`src/rtl/ptmr_pkg.sv`:
```
package ptmr_pkg;

    typedef enum logic [1:0] {
        MODE_OFF   = 2'b00,
        MODE_EVENT = 2'b01,
        MODE_TIMER = 2'b10,
        MODE_PULSE = 2'b11
    } mode_e;

    typedef enum logic [2:0] {
        ST_IDLE,
        ST_EVENT,
        ST_TIMER,
        ST_PW_ARM,
        ST_PW_RUN
    } state_e;

    // control register image: bit3 edge, bit2 enable, bits1:0 mode
    typedef struct packed {
        logic  edge_rise;
        logic  enable;
        mode_e mode;
    } ctl_t;

    localparam int CTL_W = $bits(ctl_t);

endpackage

```
`src/rtl/ptmr_sync_edge.sv`:
```
module ptmr_sync_edge #(
    parameter int STAGES = 2
) (
    input  logic clk,
    input  logic rst_n,
    input  logic din,
    output logic lvl,
    output logic chg
);
    logic [STAGES-1:0] shift_q;
    logic              prev_q;

    always_ff @(posedge clk or negedge rst_n) begin
        if (!rst_n) begin
            shift_q <= '0;
            prev_q  <= 1'b0;
        end else begin
            shift_q <= {shift_q[STAGES-2:0], din};
            prev_q  <= shift_q[STAGES-1];
        end
    end

    assign lvl = shift_q[STAGES-1];
    assign chg = shift_q[STAGES-1] ^ prev_q;

endmodule

```
`src/rtl/ptmr_prescale.sv`:
```
module ptmr_prescale #(
    parameter int DIV = 4
) (
    input  logic clk,
    input  logic rst_n,
    input  logic run,
    output logic tick
);
    localparam int PW = (DIV > 1) ? $clog2(DIV) : 1;
    localparam logic [PW-1:0] LAST = PW'(DIV - 1);

    logic [PW-1:0] div_q;

    always_ff @(posedge clk or negedge rst_n) begin
        if (!rst_n)            div_q <= '0;
        else if (!run)        div_q <= '0;
        else if (div_q == LAST) div_q <= '0;
        else                  div_q <= div_q + 1'b1;
    end

    assign tick = run && (div_q == LAST);

endmodule

```
`src/rtl/ptmr_mode_fsm.sv`:
```
module ptmr_mode_fsm
    import ptmr_pkg::*;
(
    input  logic   clk,
    input  logic   rst_n,
    input  ctl_t   ctl,
    input  logic   pin_rise,
    input  logic   pin_fall,
    input  logic   int_tick,
    output logic   count_en,
    output logic   pw_done,
    output state_e state
);
    state_e state_q, state_d;
    logic   start_edge, end_edge;

    assign start_edge = ctl.edge_rise ? pin_rise : pin_fall;
    assign end_edge   = ctl.edge_rise ? pin_fall : pin_rise;

    function automatic state_e entry_state(input mode_e m);
        unique case (m)
            MODE_EVENT: entry_state = ST_EVENT;
            MODE_TIMER: entry_state = ST_TIMER;
            MODE_PULSE: entry_state = ST_PW_ARM;
            default:    entry_state = ST_IDLE;
        endcase
    endfunction

    // state register
    always_ff @(posedge clk or negedge rst_n) begin
        if (!rst_n) state_q <= ST_IDLE;
        else        state_q <= state_d;
    end

    // next state
    always_comb begin
        state_d = state_q;
        if (!ctl.enable || ctl.mode == MODE_OFF) begin
            state_d = ST_IDLE;
        end else begin
            unique case (state_q)
                ST_PW_ARM: begin
                    if (ctl.mode != MODE_PULSE) state_d = entry_state(ctl.mode);
                    else if (start_edge)       state_d = ST_PW_RUN;
                end
                ST_PW_RUN: begin
                    if (ctl.mode != MODE_PULSE) state_d = entry_state(ctl.mode);
                    else if (end_edge)         state_d = ST_IDLE;
                end
                default: state_d = entry_state(ctl.mode);
            endcase
        end
    end

    // outputs
    always_comb begin
        count_en = 1'b0;
        pw_done  = 1'b0;
        unique case (state_q)
            ST_EVENT:  count_en = start_edge;
            ST_TIMER:  count_en = int_tick;
            ST_PW_RUN: begin
                count_en = int_tick;
                pw_done  = end_edge && ctl.enable && (ctl.mode == MODE_PULSE);
            end
            default: ;
        endcase
    end

    assign state = state_q;

    // a measurement only runs after the armed state saw its start edge
    a_r9_run_after_arm: assert property (@(posedge clk) disable iff (!rst_n)
        (state_q == ST_PW_RUN) |-> ($past(state_q) == ST_PW_RUN || $past(state_q) == ST_PW_ARM));

endmodule

```
`src/rtl/ptmr_core.sv`:
```
module ptmr_core
    import ptmr_pkg::*;
#(
    parameter int DATA_W      = 8,
    parameter int SYNC_STAGES = 2,
    parameter int TICK_DIV    = 4
) (
    input  logic              clk,
    input  logic              rst_n,
    input  logic              use_rtc,
    input  logic              rtc_in,
    input  logic              ext_in,
    input  logic              sel_hi,
    input  logic              sel_lo,
    input  logic              sel_ctl,
    input  logic              wr_en,
    input  logic              rd_en,
    input  logic [DATA_W-1:0] wdata,
    output logic [DATA_W-1:0] rdata,
    input  logic              irq_clr,
    output logic              irq_flag
);
    localparam int CNT_W = 2 * DATA_W;
    localparam logic [CNT_W-1:0] CNT_MAX = '1;

    ctl_t              ctl_q;
    logic [DATA_W-1:0] hold_q;
    logic [CNT_W-1:0]  reload_q, cnt_q;
    logic              flag_q;

    logic   pin_lvl, pin_chg, rtc_lvl, rtc_chg, div_tick;
    logic   pin_rise, pin_fall, int_tick;
    logic   count_en, pw_done;
    state_e fsm_state;

    logic hi_wr, lo_wr, ctl_wr, hi_rd;
    assign hi_wr  = wr_en && sel_hi;
    assign lo_wr  = wr_en && sel_lo;
    assign ctl_wr = wr_en && sel_ctl;
    assign hi_rd  = rd_en && sel_hi;

    ptmr_sync_edge #(.STAGES(SYNC_STAGES)) u_pin_sync (
        .clk(clk), .rst_n(rst_n), .din(ext_in), .lvl(pin_lvl), .chg(pin_chg));

    ptmr_sync_edge #(.STAGES(SYNC_STAGES)) u_rtc_sync (
        .clk(clk), .rst_n(rst_n), .din(rtc_in), .lvl(rtc_lvl), .chg(rtc_chg));

    ptmr_prescale #(.DIV(TICK_DIV)) u_div (
        .clk(clk), .rst_n(rst_n), .run(!use_rtc), .tick(div_tick));

    assign pin_rise = pin_chg && pin_lvl;
    assign pin_fall = pin_chg && !pin_lvl;
    assign int_tick = use_rtc ? (rtc_chg && rtc_lvl) : div_tick;

    ptmr_mode_fsm u_fsm (
        .clk(clk), .rst_n(rst_n), .ctl(ctl_q),
        .pin_rise(pin_rise), .pin_fall(pin_fall), .int_tick(int_tick),
        .count_en(count_en), .pw_done(pw_done), .state(fsm_state));

    // control register; capture end clears enable unless software writes
    always_ff @(posedge clk or negedge rst_n) begin
        if (!rst_n)       ctl_q <= '0;
        else if (ctl_wr)  ctl_q <= ctl_t'(wdata[CTL_W-1:0]);
        else if (pw_done) ctl_q.enable <= 1'b0;
    end

    // low-byte holding register
    always_ff @(posedge clk or negedge rst_n) begin
        if (!rst_n)      hold_q <= '0;
        else if (lo_wr)  hold_q <= wdata;
        else if (hi_rd)  hold_q <= cnt_q[DATA_W-1:0];
    end

    // reload value, committed by the high-byte write
    always_ff @(posedge clk or negedge rst_n) begin
        if (!rst_n)      reload_q <= '0;
        else if (hi_wr)  reload_q <= {wdata, hold_q};
    end

    // counter
    always_ff @(posedge clk or negedge rst_n) begin
        if (!rst_n)                       cnt_q <= '0;
        else if (hi_wr && !ctl_q.enable)  cnt_q <= {wdata, hold_q};
        else if (count_en)                cnt_q <= (cnt_q == CNT_MAX) ? reload_q : cnt_q + 1'b1;
    end

    // sticky overflow flag
    always_ff @(posedge clk or negedge rst_n) begin
        if (!rst_n)                           flag_q <= 1'b0;
        else if (count_en && cnt_q == CNT_MAX) flag_q <= 1'b1;
        else if (irq_clr)                     flag_q <= 1'b0;
    end

    always_comb begin
        rdata = '0;
        if (rd_en) begin
            if (sel_hi)       rdata = cnt_q[CNT_W-1:DATA_W];
            else if (sel_lo)  rdata = hold_q;
            else if (sel_ctl) rdata = {{(DATA_W-CTL_W){1'b0}}, ctl_q};
        end
    end

    assign irq_flag = flag_q;

    // an advance at the top value reloads and raises the flag
    a_r4_overflow_reload: assert property (@(posedge clk) disable iff (!rst_n)
        (count_en && cnt_q == CNT_MAX && !(hi_wr && !ctl_q.enable))
        |=> (cnt_q == $past(reload_q) && irq_flag));

    // a low-byte write alone leaves the reload value alone
    a_r2_lo_keeps_reload: assert property (@(posedge clk) disable iff (!rst_n)
        (lo_wr && !hi_wr) |=> $stable(reload_q));

    // the end of a capture clears the enable bit
    a_r9_capture_clears_enable: assert property (@(posedge clk) disable iff (!rst_n)
        (fsm_state == ST_PW_RUN && pw_done && !ctl_wr) |=> !ctl_q.enable);

    // the flag holds until cleared
    a_r11_flag_sticky: assert property (@(posedge clk) disable iff (!rst_n)
        (irq_flag && !irq_clr) |=> irq_flag);

    // no change while idle unless loaded by software
    a_r12_idle_holds: assert property (@(posedge clk) disable iff (!rst_n)
        (fsm_state == ST_IDLE && !hi_wr) |=> $stable(cnt_q));

endmodule

```
`config.mk`:
```
export PLATFORM = sky130hd
export DESIGN_NAME = ptmr_core
export DESIGN_NICKNAME = d
export VERILOG_FILES = /design/src/rtl/ptmr_pkg.sv /design/src/rtl/ptmr_sync_edge.sv /design/src/rtl/ptmr_prescale.sv /design/src/rtl/ptmr_mode_fsm.sv /design/src/rtl/ptmr_core.sv
export SDC_FILE = /design/constraint.sdc
export NUM_CORES = 1
export LEC_CHECK = 0
export ABC_AREA = 1
export BUFFER_PORTS_ARGS = -buffer_cell sky130_fd_sc_hd__buf_4
export CAP_MARGIN = 20
export CORE_MARGIN = 5
export CORE_UTILIZATION = 55
export DETAILED_ROUTE_END_ITERATION = 10
export PLACE_DENSITY_LB_ADDON = 0.1
export SYNTH_ARGS = -nofsm -noshare
export SYNTH_HDL_FRONTEND = slang
export SYNTH_SLANG_ARGS = --single-unit
```
`constraint.sdc`:
```
create_clock -name clk -period 3.65 [get_ports clk]
set_clock_uncertainty 0.15 [all_clocks]
set_input_delay 0.73 -clock clk [delete_from_list [all_inputs] [get_ports clk]]
set_output_delay 0.73 -clock clk [all_outputs]
set_load 0.005 [all_outputs]
```
==> qor.yml <==
synth_edf_count: 0
slowest_stage: "nor2_1"
track_usage_pct: 23.0
worst_pin_slew_ps: 716
antenna_found_initial: 0
ys_warn_count: 0
synth_largest_area_cell: "dfrtp_1"
cts_buffers: 5
ys.flop_type: "dfrtp_1"
netlist.area_leader.share_pct: 44.4
placed_area_um2: 3400
placementRows: 27
ant_nets: 0
synth_adder_area_share_pct: 0.793
final_cell_mix: "nand2_1 (124), o21ai_0 (65), dfrtp_1 (56)"
grt_pass1_wl_um: 13300
nFillCells: 530
cts_buffer_depth: 2
cap_viol_max_count: 0
syn_nets: 456
drive_gt1_share_pct: 12.6
antenna_cells: 0
rsz0062_at_grt: "no"
cts_sinks: 56
finalNetCount: 481
max_freq_mhz: 401
muxShareOfSynthArea_pct: 0
setup_viol: 0
power_mw: 1.70
crit_buf_inv: 3
period_minus_slack_ps: 2500
cp.depth: 6
io_buffers: 27
cts_tree: "done"
whs_path_depth: 0
ioPinCount: 28
setup-tns-final_ps: 0
instances_no_fill: 533
end_kind: "output pin"
clk_latency_ps: 320
postCtsSetupRepairBufs: 0
vdd.ir_drop.worst_uv: 287
synth_compound_area_share_pct: 13.2
drtIter0Drc: 223
routed-via-count: 2906
yosys.area_share.simple_pct: 31.1
cts.clk_slew.worst_paths_ps: 110
wl_per_cell_um: 14.8
ys_top_cells_by_area: "dfrtp_1 (44%), nand2_1 (15%), o21ai_0 (10%)"
grt_start_max_net_pins: 57
synth_top_family_by_area: "simple AND/OR/NAND/NOR gates"
die_height_um: 85.8
ys_seq_elements: 56
overflow: 0
syn_inst: 435
max_slew_margin_pct: 52.3
start_util_pct: 57.0
routed_via_density: 5.45
hold_class: "reg2reg"
critPathMaxStageDelay_ps: 330
coreArea_um2: 5540
crit_chain: "buf_4 > inv_1 > nor2_1 > nand3_1 > o21ai_0 > buf_4"
grt_pass1_vias: 2782
power_density_nw_per_um2: 486
htreeDepth: 2
report.final.slew_viol_count: 0
arrival_ps: 1620
postCtsResizedCells: 0
yosysSeqAreaShare_pct: 44.4
hold_viol_final: 0
syn_avg_cell_area_um2: 7.26
final_common_cell: "nand2_1"
gp_congestion: 0.989
leakagePower_nw: 1.80
die_w_um: 85.8
cts_hold_buf: 0
period_share_pct: 68.4
dr.pass1.iters: 5
critPathLaunchType: "primary input"
dp_cells: 525
synth_cell_types: 29
die_area_um2: 7350
fin_area_um2: 3500
finalWirelength_um: 7870
crit_type: "in2out"
reg2reg_depth: 6
cpMostUsedCell: "buf_4"
area_delta_synth_final_pct: 10.9
synth_xor_area_share_pct: 1.39
post-dp-hpwl_um: 5670
syn-cell-area_um2: 3160
cp.required_ps: 2770
async_flop_share_pct: 100
drc_errors: 0
worst_path_dominant_cell_family: "simple AND/OR/NAND/NOR gates"
cts_root_buffer: "clkbuf_8"
crit_fanout: 7
status: "completed"
-- synth_stat cells, types with 2 or more instances --
cell,count
nor2_1,34
nand2_1,124
nand2_2,3
nand3_2,2
nand4_1,4
ha_1,2
dfrtp_1,56
o21ai_0,65
nor3_1,3
a31oi_1,2
buf_2,3
o21ai_1,4
a21oi_1,7
nor2_2,3
inv_1,55
nand3_1,35
clkbuf_1,5
o22ai_1,4
inv_2,5
nand3b_1,2
nor2_4,5
xor2_1,5
-- worst register-to-register path, delay by kind of cell, from the launching register on --
family	cells	cell delay [ps]
DFF	1	480
buffers and inverters	2	730
AOI/OAI and AO/OA	1	120
and+or+nand+nor	3	460
-- power breakdown --
part           total, mW  switching [mW]  internal [mW]  leakage [nW]
combinational      0.441           0.267          0.175          1.05
clock              0.360           0.219          0.141        0.0487
sequential         0.901           0.150          0.751         0.702
-- per-layer routing --
metal / routed length [um] / vias up / global-route usage, % / part of all wire [%]
li1: - / 1443 / - / -
met5: 0 / - / 0 / 0
met4: 101 / 0 / 6.76 / 1.3
met1: 3540 / 1371 / 31.3 / 45
met3: 440 / 12 / 4.13 / 5.6
met2: 3780 / 80 / 37.5 / 48
-- area by class of cell --
cell class	count	area, um^2	area share (%)
multi-input combinational	308	1470	42.0
clock buffer	5	68.8	1.97
sequential	56	1400	40.0
clock inverter	3	26.3	0.751
timing repair buffer	28	210	6.01
tap	72	90.1	2.57
inverter	61	234	6.69
-- cell families (layout without fill, tap and decap cells) --
logic type      after synthesis  in the layout
simple gates                219            219
compound gates               82             82
flops                        56             56
xor+xnor                      5              5
buf+inv                      71             97
fa+ha+maj                     2              2
-- final timing paths --
kind	endpoint	slack, ps	from
setup / recovery	rdata[5]	1150	sel_lo
hold / removal	u_rtc_sync.shift_q[1]	210	u_rtc_sync.shift_q[0]
setup reg to reg	cnt_q[0]	1650	ctl_q[2]
hold reg to reg	u_rtc_sync.shift_q[1]	210	u_rtc_sync.shift_q[0]
max in group asynchronous	reload_q[14]	2570	rst_n
min in group asynchronous	u_fsm.state[2]	300	rst_n
-- through the flow --
step | setup WS (ps) | hold WS (ps) | util, %
floorplan | 1570 | 181 | -
global placement | 1260 | 182 | 61.4
detailed placement | 1220 | 190 | 61.4
CTS | 1210 | 216 | 63.2
global route | 1010 | 232 | 63.2
finish | 1150 | 215 | 63.2
-- flip-flops by register name, indices dropped and copies added (netlist names) --
register and cells:
cnt_q 16, reload_q 16, hold_q 8, ctl_q 4, u_fsm.state 3, u_div.div_q 2, u_pin_sync.shift_q 2, u_rtc_sync.shift_q 2
irq_flag 1, u_pin_sync.prev_q 1, u_rtc_sync.prev_q 1
(Power assumes the default switching activity.)
